[src/rtl/srd_pkg.sv]
`timescale 1ns/1ps
package srd_pkg;

   localparam int N_RATES = 9;

   localparam logic [2:0] RANGE_32_48 = 3'b000;
   localparam logic [2:0] RANGE_26_32 = 3'b001;
   localparam logic [2:0] RANGE_20_26 = 3'b010;
   localparam logic [2:0] RANGE_14_20 = 3'b011;
   localparam logic [2:0] RANGE_10_14 = 3'b100;
   localparam logic [2:0] RANGE_8_10  = 3'b101;
   localparam logic [2:0] RANGE_96    = 3'b110;
   localparam logic [2:0] SEL_AUTO    = 3'b111;

   // Rates listed fastest first, so expected counts ascend with the index.
   function automatic longint rate_hz(input int idx);
      case (idx)
         0:       return 48000;
         1:       return 44100;
         2:       return 32000;
         3:       return 24000;
         4:       return 22050;
         5:       return 16000;
         6:       return 12000;
         7:       return 11025;
         default: return 8000;
      endcase
   endfunction

   function automatic logic [2:0] rate_code(input int idx);
      case (idx)
         0, 1:    return RANGE_32_48;
         2:       return RANGE_26_32;
         3, 4:    return RANGE_20_26;
         5:       return RANGE_14_20;
         6, 7:    return RANGE_10_14;
         default: return RANGE_8_10;
      endcase
   endfunction

   // Rounded reference-cycle count over nfr frame periods.
   function automatic longint exp_count(input longint ref_hz, input longint nfr, input int idx);
      return (2 * nfr * ref_hz / rate_hz(idx) + 1) / 2;
   endfunction

   function automatic longint win_lo(input longint ref_hz, input longint nfr,
                                     input longint tol_ppm, input longint slack, input int idx);
      longint e;
      e = exp_count(ref_hz, nfr, idx);
      return e - (e * tol_ppm) / 1000000 - slack;
   endfunction

   function automatic longint win_hi(input longint ref_hz, input longint nfr,
                                     input longint tol_ppm, input longint slack, input int idx);
      longint e;
      e = exp_count(ref_hz, nfr, idx);
      return e + (e * tol_ppm) / 1000000 + slack;
   endfunction

endpackage

[src/rtl/srd_fs_sync.sv]
`timescale 1ns/1ps
module srd_fs_sync #(
   parameter int STAGES = 2
) (
   input  logic clk,
   input  logic rst_n,
   input  logic d_i,
   output logic rise_o
);
   generate
      if (STAGES < 2) begin : g_bad_stages
         $error("srd_fs_sync: STAGES must be at least 2");
      end
   endgenerate

   logic [STAGES:0] sh;

   always_ff @(posedge clk or negedge rst_n) begin
      if (!rst_n) sh <= '0;
      else        sh <= {sh[STAGES-1:0], d_i};
   end

   assign rise_o = sh[STAGES-1] & ~sh[STAGES];
endmodule

[src/rtl/srd_period_meter.sv]
`timescale 1ns/1ps
module srd_period_meter #(
   parameter int     CNT_W   = 16,
   parameter int     NFRAMES = 16,
   parameter longint TMO_CYC = 1000
) (
   input  logic             clk,
   input  logic             rst_n,
   input  logic             clr_i,
   input  logic             edge_i,
   output logic             meas_vld_o,
   output logic [CNT_W-1:0] meas_cnt_o,
   output logic             timeout_o
);
   localparam int               FR_W     = (NFRAMES > 1) ? $clog2(NFRAMES) : 1;
   localparam logic [FR_W-1:0]  FR_LAST  = FR_W'(NFRAMES - 1);
   localparam logic [CNT_W-1:0] GAP_LAST = CNT_W'(TMO_CYC - 1);
   localparam logic [CNT_W-1:0] CNT_MAX  = '1;

   generate
      if (NFRAMES < 2) begin : g_bad_frames
         $error("srd_period_meter: NFRAMES must be at least 2");
      end
      if (TMO_CYC >= (longint'(1) << CNT_W)) begin : g_bad_width
         $error("srd_period_meter: CNT_W too narrow for timeout");
      end
   endgenerate

   logic             armed;
   logic [FR_W-1:0]  frm;
   logic [CNT_W-1:0] cyc, gap;
   logic [CNT_W-1:0] cyc_inc;

   assign cyc_inc = (cyc == CNT_MAX) ? cyc : cyc + 1'b1;

   always_ff @(posedge clk or negedge rst_n) begin
      if (!rst_n) begin
         armed      <= 1'b0;
         frm        <= '0;
         cyc        <= '0;
         gap        <= '0;
         meas_vld_o <= 1'b0;
         meas_cnt_o <= '0;
         timeout_o  <= 1'b0;
      end else if (clr_i) begin
         armed      <= 1'b0;
         frm        <= '0;
         cyc        <= '0;
         gap        <= '0;
         meas_vld_o <= 1'b0;
         timeout_o  <= 1'b0;
      end else begin
         meas_vld_o <= 1'b0;
         timeout_o  <= 1'b0;
         if (edge_i) begin
            gap <= '0;
            if (!armed) begin
               armed <= 1'b1;
               cyc   <= '0;
               frm   <= '0;
            end else if (frm == FR_LAST) begin
               meas_vld_o <= 1'b1;
               meas_cnt_o <= cyc_inc;
               cyc        <= '0;
               frm        <= '0;
            end else begin
               frm <= frm + 1'b1;
               cyc <= cyc_inc;
            end
         end else if (armed) begin
            cyc <= cyc_inc;
            if (gap == GAP_LAST) begin
               timeout_o <= 1'b1;
               armed     <= 1'b0;
               gap       <= '0;
            end else begin
               gap <= gap + 1'b1;
            end
         end
      end
   end
endmodule

[src/rtl/srd_classifier.sv]
`timescale 1ns/1ps
module srd_classifier #(
   parameter int     CNT_W   = 16,
   parameter int     IDX_W   = 4,
   parameter longint REF_HZ  = 15000000,
   parameter int     NFRAMES = 16,
   parameter int     TOL_PPM = 200,
   parameter int     SLACK   = 2
) (
   input  logic [CNT_W-1:0] cnt_i,
   output logic             hit_o,
   output logic [IDX_W-1:0] idx_o,
   output logic [2:0]       code_o
);
   import srd_pkg::*;

   logic [N_RATES-1:0] hit_v;

   generate
      for (genvar g = 0; g < N_RATES; g++) begin : g_win
         localparam longint LO_L = win_lo(REF_HZ, NFRAMES, TOL_PPM, SLACK, g);
         localparam longint HI_L = win_hi(REF_HZ, NFRAMES, TOL_PPM, SLACK, g);
         localparam logic [CNT_W-1:0] LO = CNT_W'(LO_L);
         localparam logic [CNT_W-1:0] HI = CNT_W'(HI_L);
         if (LO_L < 1 || HI_L >= (longint'(1) << CNT_W)) begin : g_bad_range
            $error("srd_classifier: window out of counter range");
         end
         if (g > 0) begin : g_order
            if (LO_L <= win_hi(REF_HZ, NFRAMES, TOL_PPM, SLACK, g - 1)) begin : g_overlap
               $error("srd_classifier: adjacent rate windows overlap");
            end
         end
         assign hit_v[g] = (cnt_i >= LO) && (cnt_i <= HI);
      end
   endgenerate

   always_comb begin
      idx_o  = '0;
      code_o = '0;
      for (int i = 0; i < N_RATES; i++) begin
         if (hit_v[i]) begin
            idx_o  = idx_o | IDX_W'(i);
            code_o = code_o | rate_code(i);
         end
      end
   end

   assign hit_o = |hit_v;
endmodule

[src/rtl/srd_lock_track.sv]
`timescale 1ns/1ps
module srd_lock_track #(
   parameter int IDX_W = 4
) (
   input  logic             clk,
   input  logic             rst_n,
   input  logic             clr_i,
   input  logic             meas_vld_i,
   input  logic             hit_i,
   input  logic [IDX_W-1:0] hit_idx_i,
   input  logic [2:0]       hit_code_i,
   input  logic             timeout_i,
   output logic [2:0]       code_o,
   output logic             locked_o,
   output logic             err_o
);
   logic             have_prev;
   logic [IDX_W-1:0] prev_idx;

   always_ff @(posedge clk or negedge rst_n) begin
      if (!rst_n) begin
         code_o    <= srd_pkg::RANGE_32_48;
         locked_o  <= 1'b0;
         err_o     <= 1'b0;
         have_prev <= 1'b0;
         prev_idx  <= '0;
      end else if (clr_i) begin
         locked_o  <= 1'b0;
         err_o     <= 1'b0;
         have_prev <= 1'b0;
      end else if (timeout_i) begin
         locked_o  <= 1'b0;
         have_prev <= 1'b0;
      end else if (meas_vld_i) begin
         if (hit_i) begin
            err_o <= 1'b0;
            if (have_prev && prev_idx == hit_idx_i) begin
               locked_o <= 1'b1;
               code_o   <= hit_code_i;
            end else begin
               locked_o  <= 1'b0;
               prev_idx  <= hit_idx_i;
               have_prev <= 1'b1;
            end
         end else begin
            locked_o  <= 1'b0;
            err_o     <= 1'b1;
            have_prev <= 1'b0;
         end
      end
   end
endmodule

[src/rtl/sample_rate_detect.sv]
`timescale 1ns/1ps
module sample_rate_detect #(
   parameter int REF_HZ      = 15000000,
   parameter int NFRAMES     = 16,
   parameter int TOL_PPM     = 200,
   parameter int SLACK       = 2,
   parameter int SYNC_STAGES = 2
) (
   input  logic       clk,
   input  logic       rst_n,
   input  logic       fs_i,
   input  logic [2:0] rate_sel_i,
   input  logic       mpeg_strap_i,
   output logic [2:0] range_code_o,
   output logic       locked_o,
   output logic       err_o
);
   import srd_pkg::*;

   localparam longint TMO_CYC = 2 * exp_count(REF_HZ, NFRAMES, N_RATES - 1);
   localparam int     CNT_W   = $clog2(TMO_CYC + 1) + 1;
   localparam int     IDX_W   = $clog2(N_RATES);

   generate
      if (TOL_PPM < 0 || TOL_PPM > 5000) begin : g_bad_tol
         $error("sample_rate_detect: TOL_PPM out of range");
      end
      if (SLACK < 0) begin : g_bad_slack
         $error("sample_rate_detect: SLACK must not be negative");
      end
   endgenerate

   logic             auto_en;
   logic             fs_rise;
   logic             meas_vld, timeout;
   logic [CNT_W-1:0] meas_cnt;
   logic             hit;
   logic [IDX_W-1:0] hit_idx;
   logic [2:0]       hit_code, det_code;

   assign auto_en = (rate_sel_i == SEL_AUTO) | mpeg_strap_i;

   srd_fs_sync #(.STAGES(SYNC_STAGES)) u_sync (
      .clk    (clk),
      .rst_n  (rst_n),
      .d_i    (fs_i),
      .rise_o (fs_rise)
   );

   srd_period_meter #(.CNT_W(CNT_W), .NFRAMES(NFRAMES), .TMO_CYC(TMO_CYC)) u_meter (
      .clk        (clk),
      .rst_n      (rst_n),
      .clr_i      (~auto_en),
      .edge_i     (fs_rise),
      .meas_vld_o (meas_vld),
      .meas_cnt_o (meas_cnt),
      .timeout_o  (timeout)
   );

   srd_classifier #(.CNT_W(CNT_W), .IDX_W(IDX_W), .REF_HZ(REF_HZ), .NFRAMES(NFRAMES),
                    .TOL_PPM(TOL_PPM), .SLACK(SLACK)) u_class (
      .cnt_i  (meas_cnt),
      .hit_o  (hit),
      .idx_o  (hit_idx),
      .code_o (hit_code)
   );

   srd_lock_track #(.IDX_W(IDX_W)) u_lock (
      .clk        (clk),
      .rst_n      (rst_n),
      .clr_i      (~auto_en),
      .meas_vld_i (meas_vld),
      .hit_i      (hit),
      .hit_idx_i  (hit_idx),
      .hit_code_i (hit_code),
      .timeout_i  (timeout),
      .code_o     (det_code),
      .locked_o   (locked_o),
      .err_o      (err_o)
   );

   assign range_code_o = auto_en ? det_code : rate_sel_i;
endmodule

[config.mk]
export PLATFORM = sky130hd
export DESIGN_NAME = sample_rate_detect
export DESIGN_NICKNAME = d
export VERILOG_FILES = /design/src/rtl/srd_pkg.sv /design/src/rtl/srd_fs_sync.sv /design/src/rtl/srd_period_meter.sv /design/src/rtl/srd_classifier.sv /design/src/rtl/srd_lock_track.sv /design/src/rtl/sample_rate_detect.sv
export SDC_FILE = /design/constraint.sdc
export NUM_CORES = 1
export LEC_CHECK = 0
export BUFFER_PORTS_ARGS = -buffer_cell sky130_fd_sc_hd__buf_2
export CAP_MARGIN = 20
export CORE_ASPECT_RATIO = 1.25
export CORE_MARGIN = 2
export CORE_UTILIZATION = 30
export CTS_BUF_LIST = sky130_fd_sc_hd__clkbuf_2
export DETAILED_ROUTE_END_ITERATION = 7
export GPL_ROUTABILITY_DRIVEN = 0
export SYNTH_ARGS = -nofsm -noshare
export SYNTH_HDL_FRONTEND = slang
export SYNTH_SLANG_ARGS = --single-unit
[constraint.sdc]
create_clock -name clk -period 3.44 [get_ports clk]
set_input_delay 0.344 -clock clk [delete_from_list [all_inputs] [get_ports clk]]
set_output_delay 0.344 -clock clk [all_outputs]
set_load 0.05 [all_outputs]
After elaboration in Yosys (flattened, before gate mapping). Cells that the tools add are included.

Eq/ne operators: 11. Bitwise gates (word level): 11. Div/mod/pow operators: 0. Order comparisons: 18. Muxes and demuxes: 62. Shift operators: 0. Reduce and logical (&&, ||, !) cells: 16. $add $sub $neg: 3. $mul: 0.

Operators with widths (count): 2-to-1 mux 17 bit (10); greater-or-equal comparator 17 x 13 -> 1 bit, second input constant (3); greater-or-equal comparator 17 x 14 -> 1 bit, second input constant (3); greater-or-equal comparator 17 x 15 -> 1 bit, second input constant (3); <= comparator 17 x 13 -> 1 bit, second input constant (3); <= comparator 17 x 14 -> 1 bit, second input constant (3); <= comparator 17 x 15 -> 1 bit, second input constant (3); 2-to-1 mux 3 bit (17); adder 17 x 1 -> 17 bit, second input constant (2); 2-to-1 mux 1 bit (28); 2-to-1 mux 4 bit (5); == test 17 x 16 -> 1 bit, second input constant (1); == test 17 bit, second input constant (1); OR 3 bit (5); logical AND 1 bit (10); AND reduction 5 bit (2); OR reduction 9 bit (1); inequality test 3 x 1 -> 1 bit, second input constant (2); adder 4 x 1 -> 4 bit, second input constant (1); == test 4 bit (1); == test 4 bit, second input constant (1); 2-to-1 mux 2 bit (2); inequality test 2 x 1 -> 1 bit, second input constant (2); inequality test 4 bit, second input constant (1); 8 further kinds (11).

Latch bits: 0. Output and inout port bits: 5. Bits in read-only memories: 0. Input port bits: 7. Bits in registers: 71. Memory bits (writable): 0. Logic and storage cells: 134. Memories kept: 0.

Depth between registers and ports, before layout.
Word-level depth: 17. Gate-level depth with buffers: 11.

Modules after synthesis. From an unflattened synthesis, not the netlist that was laid out.

Cells, all modules: 513. Area total of the unflattened synthesis: 4468.0 µm².

Modules (own cells, without submodules): srd_period_meter (instances 1, seq. area each 1451.4 µm², area an instance 3089.2 µm², cells each 347); srd_classifier (instances 1, seq. area each 0.0 µm², area an instance 772.0 µm², cells each 121); srd_lock_track (instances 1, seq. area each 250.2 µm², area an instance 467.9 µm², cells each 34); srd_fs_sync (instances 1, seq. area each 75.1 µm², area an instance 88.8 µm², cells each 4); sample_rate_detect (instances 1, seq. area each 0.0 µm², area an instance 50.0 µm², cells each 7).

Worst setup path before layout. OpenSTA, ideal clock, no wires.

Path kind: reg-to-reg. Start: register u_meter.meas_cnt_o[6]. End: register u_lock.code_o[0]. Path buffers: 1. Data arrival time: 2.414 ns. Library setup time: 0.125 ns. Setup slack: 0.902 ns. Required time: 3.315 ns. Period minus slack after synthesis: 2.538 ns. Cell stages (with the launch flop): 10. Cell sequence: dfrtp_1 > buf_4 > nor2_2 > or4b_4 > o41ai_2 > a41oi_1 > and2_1 > and4bb_4 > nor3_4 > mux2_2.

Longest elaborated chain between the ends: 15.

RTL lines: start, declared (line srd_period_meter.sv:12) `output logic [CNT_W-1:0] meas_cnt_o,`; start signal, assigned (line srd_period_meter.sv:63) `meas_cnt_o <= cyc_inc;`; greater-or-equal comparator 17 x 13 -> 1 bit or <= comparator 17 x 13 -> 1 bit (tied branches) (line srd_classifier.sv:33) `assign hit_v[g] = (cnt_i >= LO) && (cnt_i <= HI);`; logical AND 1 bit (line srd_classifier.sv:33); 2-to-1 mux 1 bit (line srd_classifier.sv:41) `if (hit_v[i]) begin`; OR 1 x 3 -> 3 bit (line srd_classifier.sv:43) `code_o = code_o | rate_code(i);`; 2-to-1 mux 3 bit (line srd_classifier.sv:41); OR 3 bit (line srd_classifier.sv:43); 2-to-1 mux 3 bit (line srd_classifier.sv:41); OR 3 bit (line srd_classifier.sv:43); 2-to-1 mux 3 bit (line srd_classifier.sv:41); OR 3 bit (line srd_classifier.sv:43); 2-to-1 mux 3 bit (line srd_classifier.sv:41); OR 3 bit (line srd_classifier.sv:43); 2-to-1 mux 3 bit (line srd_classifier.sv:41); OR 3 bit (line srd_classifier.sv:43); 2-to-1 mux 3 bit (line srd_classifier.sv:41); end signal, assigned (line srd_lock_track.sv:22) `code_o <= srd_pkg::RANGE_32_48;`; end signal, assigned (line srd_lock_track.sv:39) `code_o <= hit_code_i;`; end, declared (line srd_lock_track.sv:13) `output logic [2:0] code_o,`.

Several ways; a longest one is shown, not always the timed one. A chain may end at the register's enable or synchronous reset.

Worst setup path after layout.
Start: register u_meter.meas_cnt_o[3]. End: register u_lock.code_o[0].

The elaborated chain is that of the path after synthesis.

==> flow_metrics.tcl <==
set metrics [dict create \
    finish.net_count 530 \
    fin_tns_setup_ns 0 \
    worstSetupStartpointType "register" \
    timing.critical_path.max_delay_family "simple AND/OR/NAND/NOR gates" \
    sequential_share_of_power_pct 60.5 \
    most_common_library_cell_in_the_layout_ignoring_fill_and_taps "sky130_fd_sc_hd__nand2_1" \
    beginning_of_the_worst_register_to_register_path "u_meter.meas_cnt_o[3]" \
    coreArea_um2 14300 \
    initial_util_pct 30.7 \
    post_drt_wl_per_cell_um 14.1 \
    p_int_mw 1.04 \
    largest_family_of_logic_cells_by_synthesized_area "simple AND/OR/NAND/NOR gates" \
    filler_cell_count 1547 \
    area_delta_synth_final_pct 7.47 \
    synth_simple_gate_area_share_pct 29.3 \
    final.min_clock_period_ns 2.98 \
    hpwl_um 7220 \
    grt_start_max_net_pins 37 \
    synth.lib_cells_used.distinct 67 \
    cts-root-buf "sky130_fd_sc_hd__clkbuf_2" \
    synth_enable_flop_cells 0 \
    clockBufferDepth 2 \
    worst_clock_skew_ns 0.0465 \
    clkLatencyLatePin_ns 0.53 \
    worstPathCellList "nand4_1 > or4b_4 > o41ai_2 > a41oi_1 > and2_1 > and4bb_4 > nor3_4 > mux2_2" \
    synth.yosys.warnings 0 \
    fp.dieArea_um2 15700 \
    required_time_at_the_worst_slack_endpoint_ns 3.89 \
    power.density_nw_per_um2 297 \
    count_of_final_hold_check_violations 0 \
    globalRouteOverflowTotal 0 \
    pin_count 12 \
    clock_power_share_pct 32.9 \
    synth_adder_area_share_pct 0.853 \
    tightest_slew_ns 0.931 \
    power.ir.vdd_worst_mv 0.166 \
    tritoncts_num_sinks 71 \
    synth_area_per_inst_um2 8.45 \
    power.switching_mw 0.369 \
    cp.arrival_ns 3.43 \
    first_global_vias 3535 \
    run_status "completed" \
    tritoncts "yes" \
    drt_first_pass_iters 5 \
    cp_slowest_stage_delay_ns 0.72 \
    totalWireLength_um 9880 \
    timing.critical_path.buf_inv 0 \
    max-slew-margin-rel_pct 37.9 \
    syn_nets 531 \
    post_synth_mux_area_share_pct 2.90 \
    synth_flop_cell "sky130_fd_sc_hd__dfrtp_1" \
    layout.cells.most_common_list "sky130_fd_sc_hd__nand2_1 (77), sky130_fd_sc_hd__dfrtp_1 (71), sky130_fd_sc_hd__o21ai_0 (66)" \
    cap_violations 0 \
    critPathCaptureType "register" \
    synth-async-reset-ratio_pct 100 \
    htree_num_levels 3 \
    std_cell_rows 49 \
    number_of_cells_produced_by_synthesis 521 \
    synth_xor_area_share_pct 3.78 \
    finalInstanceArea_um2 4730 \
    final_layout_size_suffix_gt1_share_pct 10.5 \
    die_w_um 112 \
    worstSetupPathType "register to register" \
    worst_setup_slack_post_dpl_ns 0.516 \
    die_h_um 139 \
    swShare_pct 26.2 \
    ys_seq_elements 71 \
    number_of_antenna_violations_at_the_first_check_in_global_routing 0 \
    routed-via-count 3821 \
    clkSlewWorstSetupHoldPaths_ns 0.22 \
    worst_hold_path_type "input pin to register" \
    groute.usage.overall_pct 12.8 \
    portBuffers 11 \
    leakage_nw 1.97 \
    startpoint "u_meter.meas_cnt_o[3]" \
    critPathSlowestCell "sky130_fd_sc_hd__dfrtp_1" \
    clock.fmax_mhz 336 \
    area_post_placement_um2 4600 \
    num_antenna_cells 0 \
    netlist_area_um2 4400 \
    drt-initial-drc-count 195 \
    routed_via_density 5.44 \
    synth_area_in_compound_gates_pct 18.8 \
    cts_inserted_buffers 9 \
    post-cts-setup-buffer-count 0 \
    power.share.combinational_pct 6.7 \
    grt_first_pass_wirelength_um 16700 \
    portion_of_the_clock_cycle_consumed_by_the_worst_path_in_the_final_layout_pct 86.6 \
    postRouteAntennaNets 0 \
    rsz0062_at_grt "false" \
    post-route-drc-count 0 \
    total_of_endpoints_with_negative_setup_slack_in_the_final_report 0 \
    crit_fanout 18 \
    synth_seq_area_share_pct 40.4 \
    drv_slew 0 \
    post_layout_worst_setup_margin_ns 0.462 \
    holdCritStartpoint "mpeg_strap_i" \
]
synthesized netlist by cell type (5+ instances only):
cell type | number | area share [%]
sky130_fd_sc_hd__mux2_2 | 6 | 1.5
sky130_fd_sc_hd__nand2_1 | 77 | 6.6
sky130_fd_sc_hd__dfrtp_1 | 71 | 40
sky130_fd_sc_hd__mux2i_1 | 6 | 1.4
sky130_fd_sc_hd__o31ai_1 | 9 | 1.5
sky130_fd_sc_hd__and4_1 | 5 | 0.99
sky130_fd_sc_hd__clkbuf_1 | 22 | 1.9
sky130_fd_sc_hd__nor2_1 | 40 | 3.4
sky130_fd_sc_hd__and3_1 | 12 | 1.7
sky130_fd_sc_hd__and2_1 | 8 | 1.1
sky130_fd_sc_hd__nor3_1 | 11 | 1.3
sky130_fd_sc_hd__xnor2_1 | 9 | 1.8
sky130_fd_sc_hd__o21ai_0 | 66 | 7.5
sky130_fd_sc_hd__nand3_1 | 22 | 2.5
sky130_fd_sc_hd__inv_1 | 7 | 0.60
sky130_fd_sc_hd__nand4_1 | 19 | 2.7
sky130_fd_sc_hd__nor2b_1 | 5 | 0.71
sky130_fd_sc_hd__buf_2 | 8 | 0.91
sky130_fd_sc_hd__xor2_1 | 10 | 2.0
sky130_fd_sc_hd__nand2b_1 | 11 | 1.6
sky130_fd_sc_hd__a21oi_1 | 15 | 1.7
sky130_fd_sc_hd__a31oi_1 | 7 | 0.99
timing repair:
item,CTS,global route
hold endpoints to repair,72,0
resized for setup,0,0
hold buffers,2,0
layer usage:
metal | GRT usage (%) | vias up | wire, µm
met5 | 0 | - | 0
met4 | 5.07 | 0 | 287
met3 | 2.61 | 31 | 313
met2 | 22.1 | 81 | 4920
met1 | 15.4 | 1822 | 4370
li1 | - | 1887 | -
sequential cells by signal, summed over array words and instances, names as in the netlist:
name	count
u_meter.timeout_o	1
u_lock.code_o	3
u_lock.prev_idx	4
u_lock.have_prev	1
u_meter.armed	1
u_meter.gap	17
u_meter.meas_cnt_o	17
u_meter.meas_vld_o	1
u_lock.locked_o	1
u_meter.frm	4
u_lock.err_o	1
u_meter.cyc	17
u_sync.sh	3
layout make-up:
type                       count  area, µm²  share of cell area [%]
multi-input combinational    409       2450                    51.9
tap                          178        223                    4.71
inverter                       7       26.3                   0.555
clock inverter                 5       58.8                    1.24
clock buffer                  10       50.0                    1.06
timing repair buffer          22        143                    3.01
sequential                    71       1780                    37.5
final timing paths:
kind	depth (start not counted)	endpoint	slack (ns)
worst max-delay path	8	u_lock.code_o[0]	0.46
worst min-delay path	4	u_meter.frm[3]	0.27
worst max register to register	8	u_lock.code_o[0]	0.46
worst min register to register	0	u_sync.sh[1]	0.37
max in group asynchronous	3	u_meter.meas_cnt_o[8]	2.70
min in group asynchronous	3	u_meter.frm[3]	0.36
tightest hold or removal path, cell delays in order:
cell and delay [ns]:
sky130_fd_sc_hd__buf_2 0.11, sky130_fd_sc_hd__a31oi_1 0.05, sky130_fd_sc_hd__buf_4 0.17, sky130_fd_sc_hd__nor2_1 0.10
power by group through the flow:
stage                     clock [mW]  combinational [mW]  sequential [mW]
after floorplan                    0              0.0571            0.862
after global placement             0              0.0913            0.865
after detailed placement           0              0.0935            0.866
after CTS                      0.482              0.0956            0.851
after global routing           0.515               0.108            0.853
final                          0.463              0.0940            0.851
through the flow:
stage | utilization [%] | std cells | total power, mW | hold WS [ns]
floorplan | - | 521 | 0.919 | 0.0484
global placement | 32.1 | 685 | 0.956 | 0.334
detailed placement | 32.1 | 685 | 0.959 | 0.336
CTS | 33.0 | 702 | 1.43 | 0.229
global route | 33.0 | 702 | 1.48 | 0.253
finish | 33.0 | 702 | 1.41 | 0.267
kinds of logic after synthesis:
family	Yosys count
AOI/OAI and AO/OA	133
xor gates and xnor gates	19
adders and majority gates	3
buffers and inverters	41
DFF	71
muxes	12
and+or+nand+nor	242
Note: power is estimated with default switching activity, not from simulation.
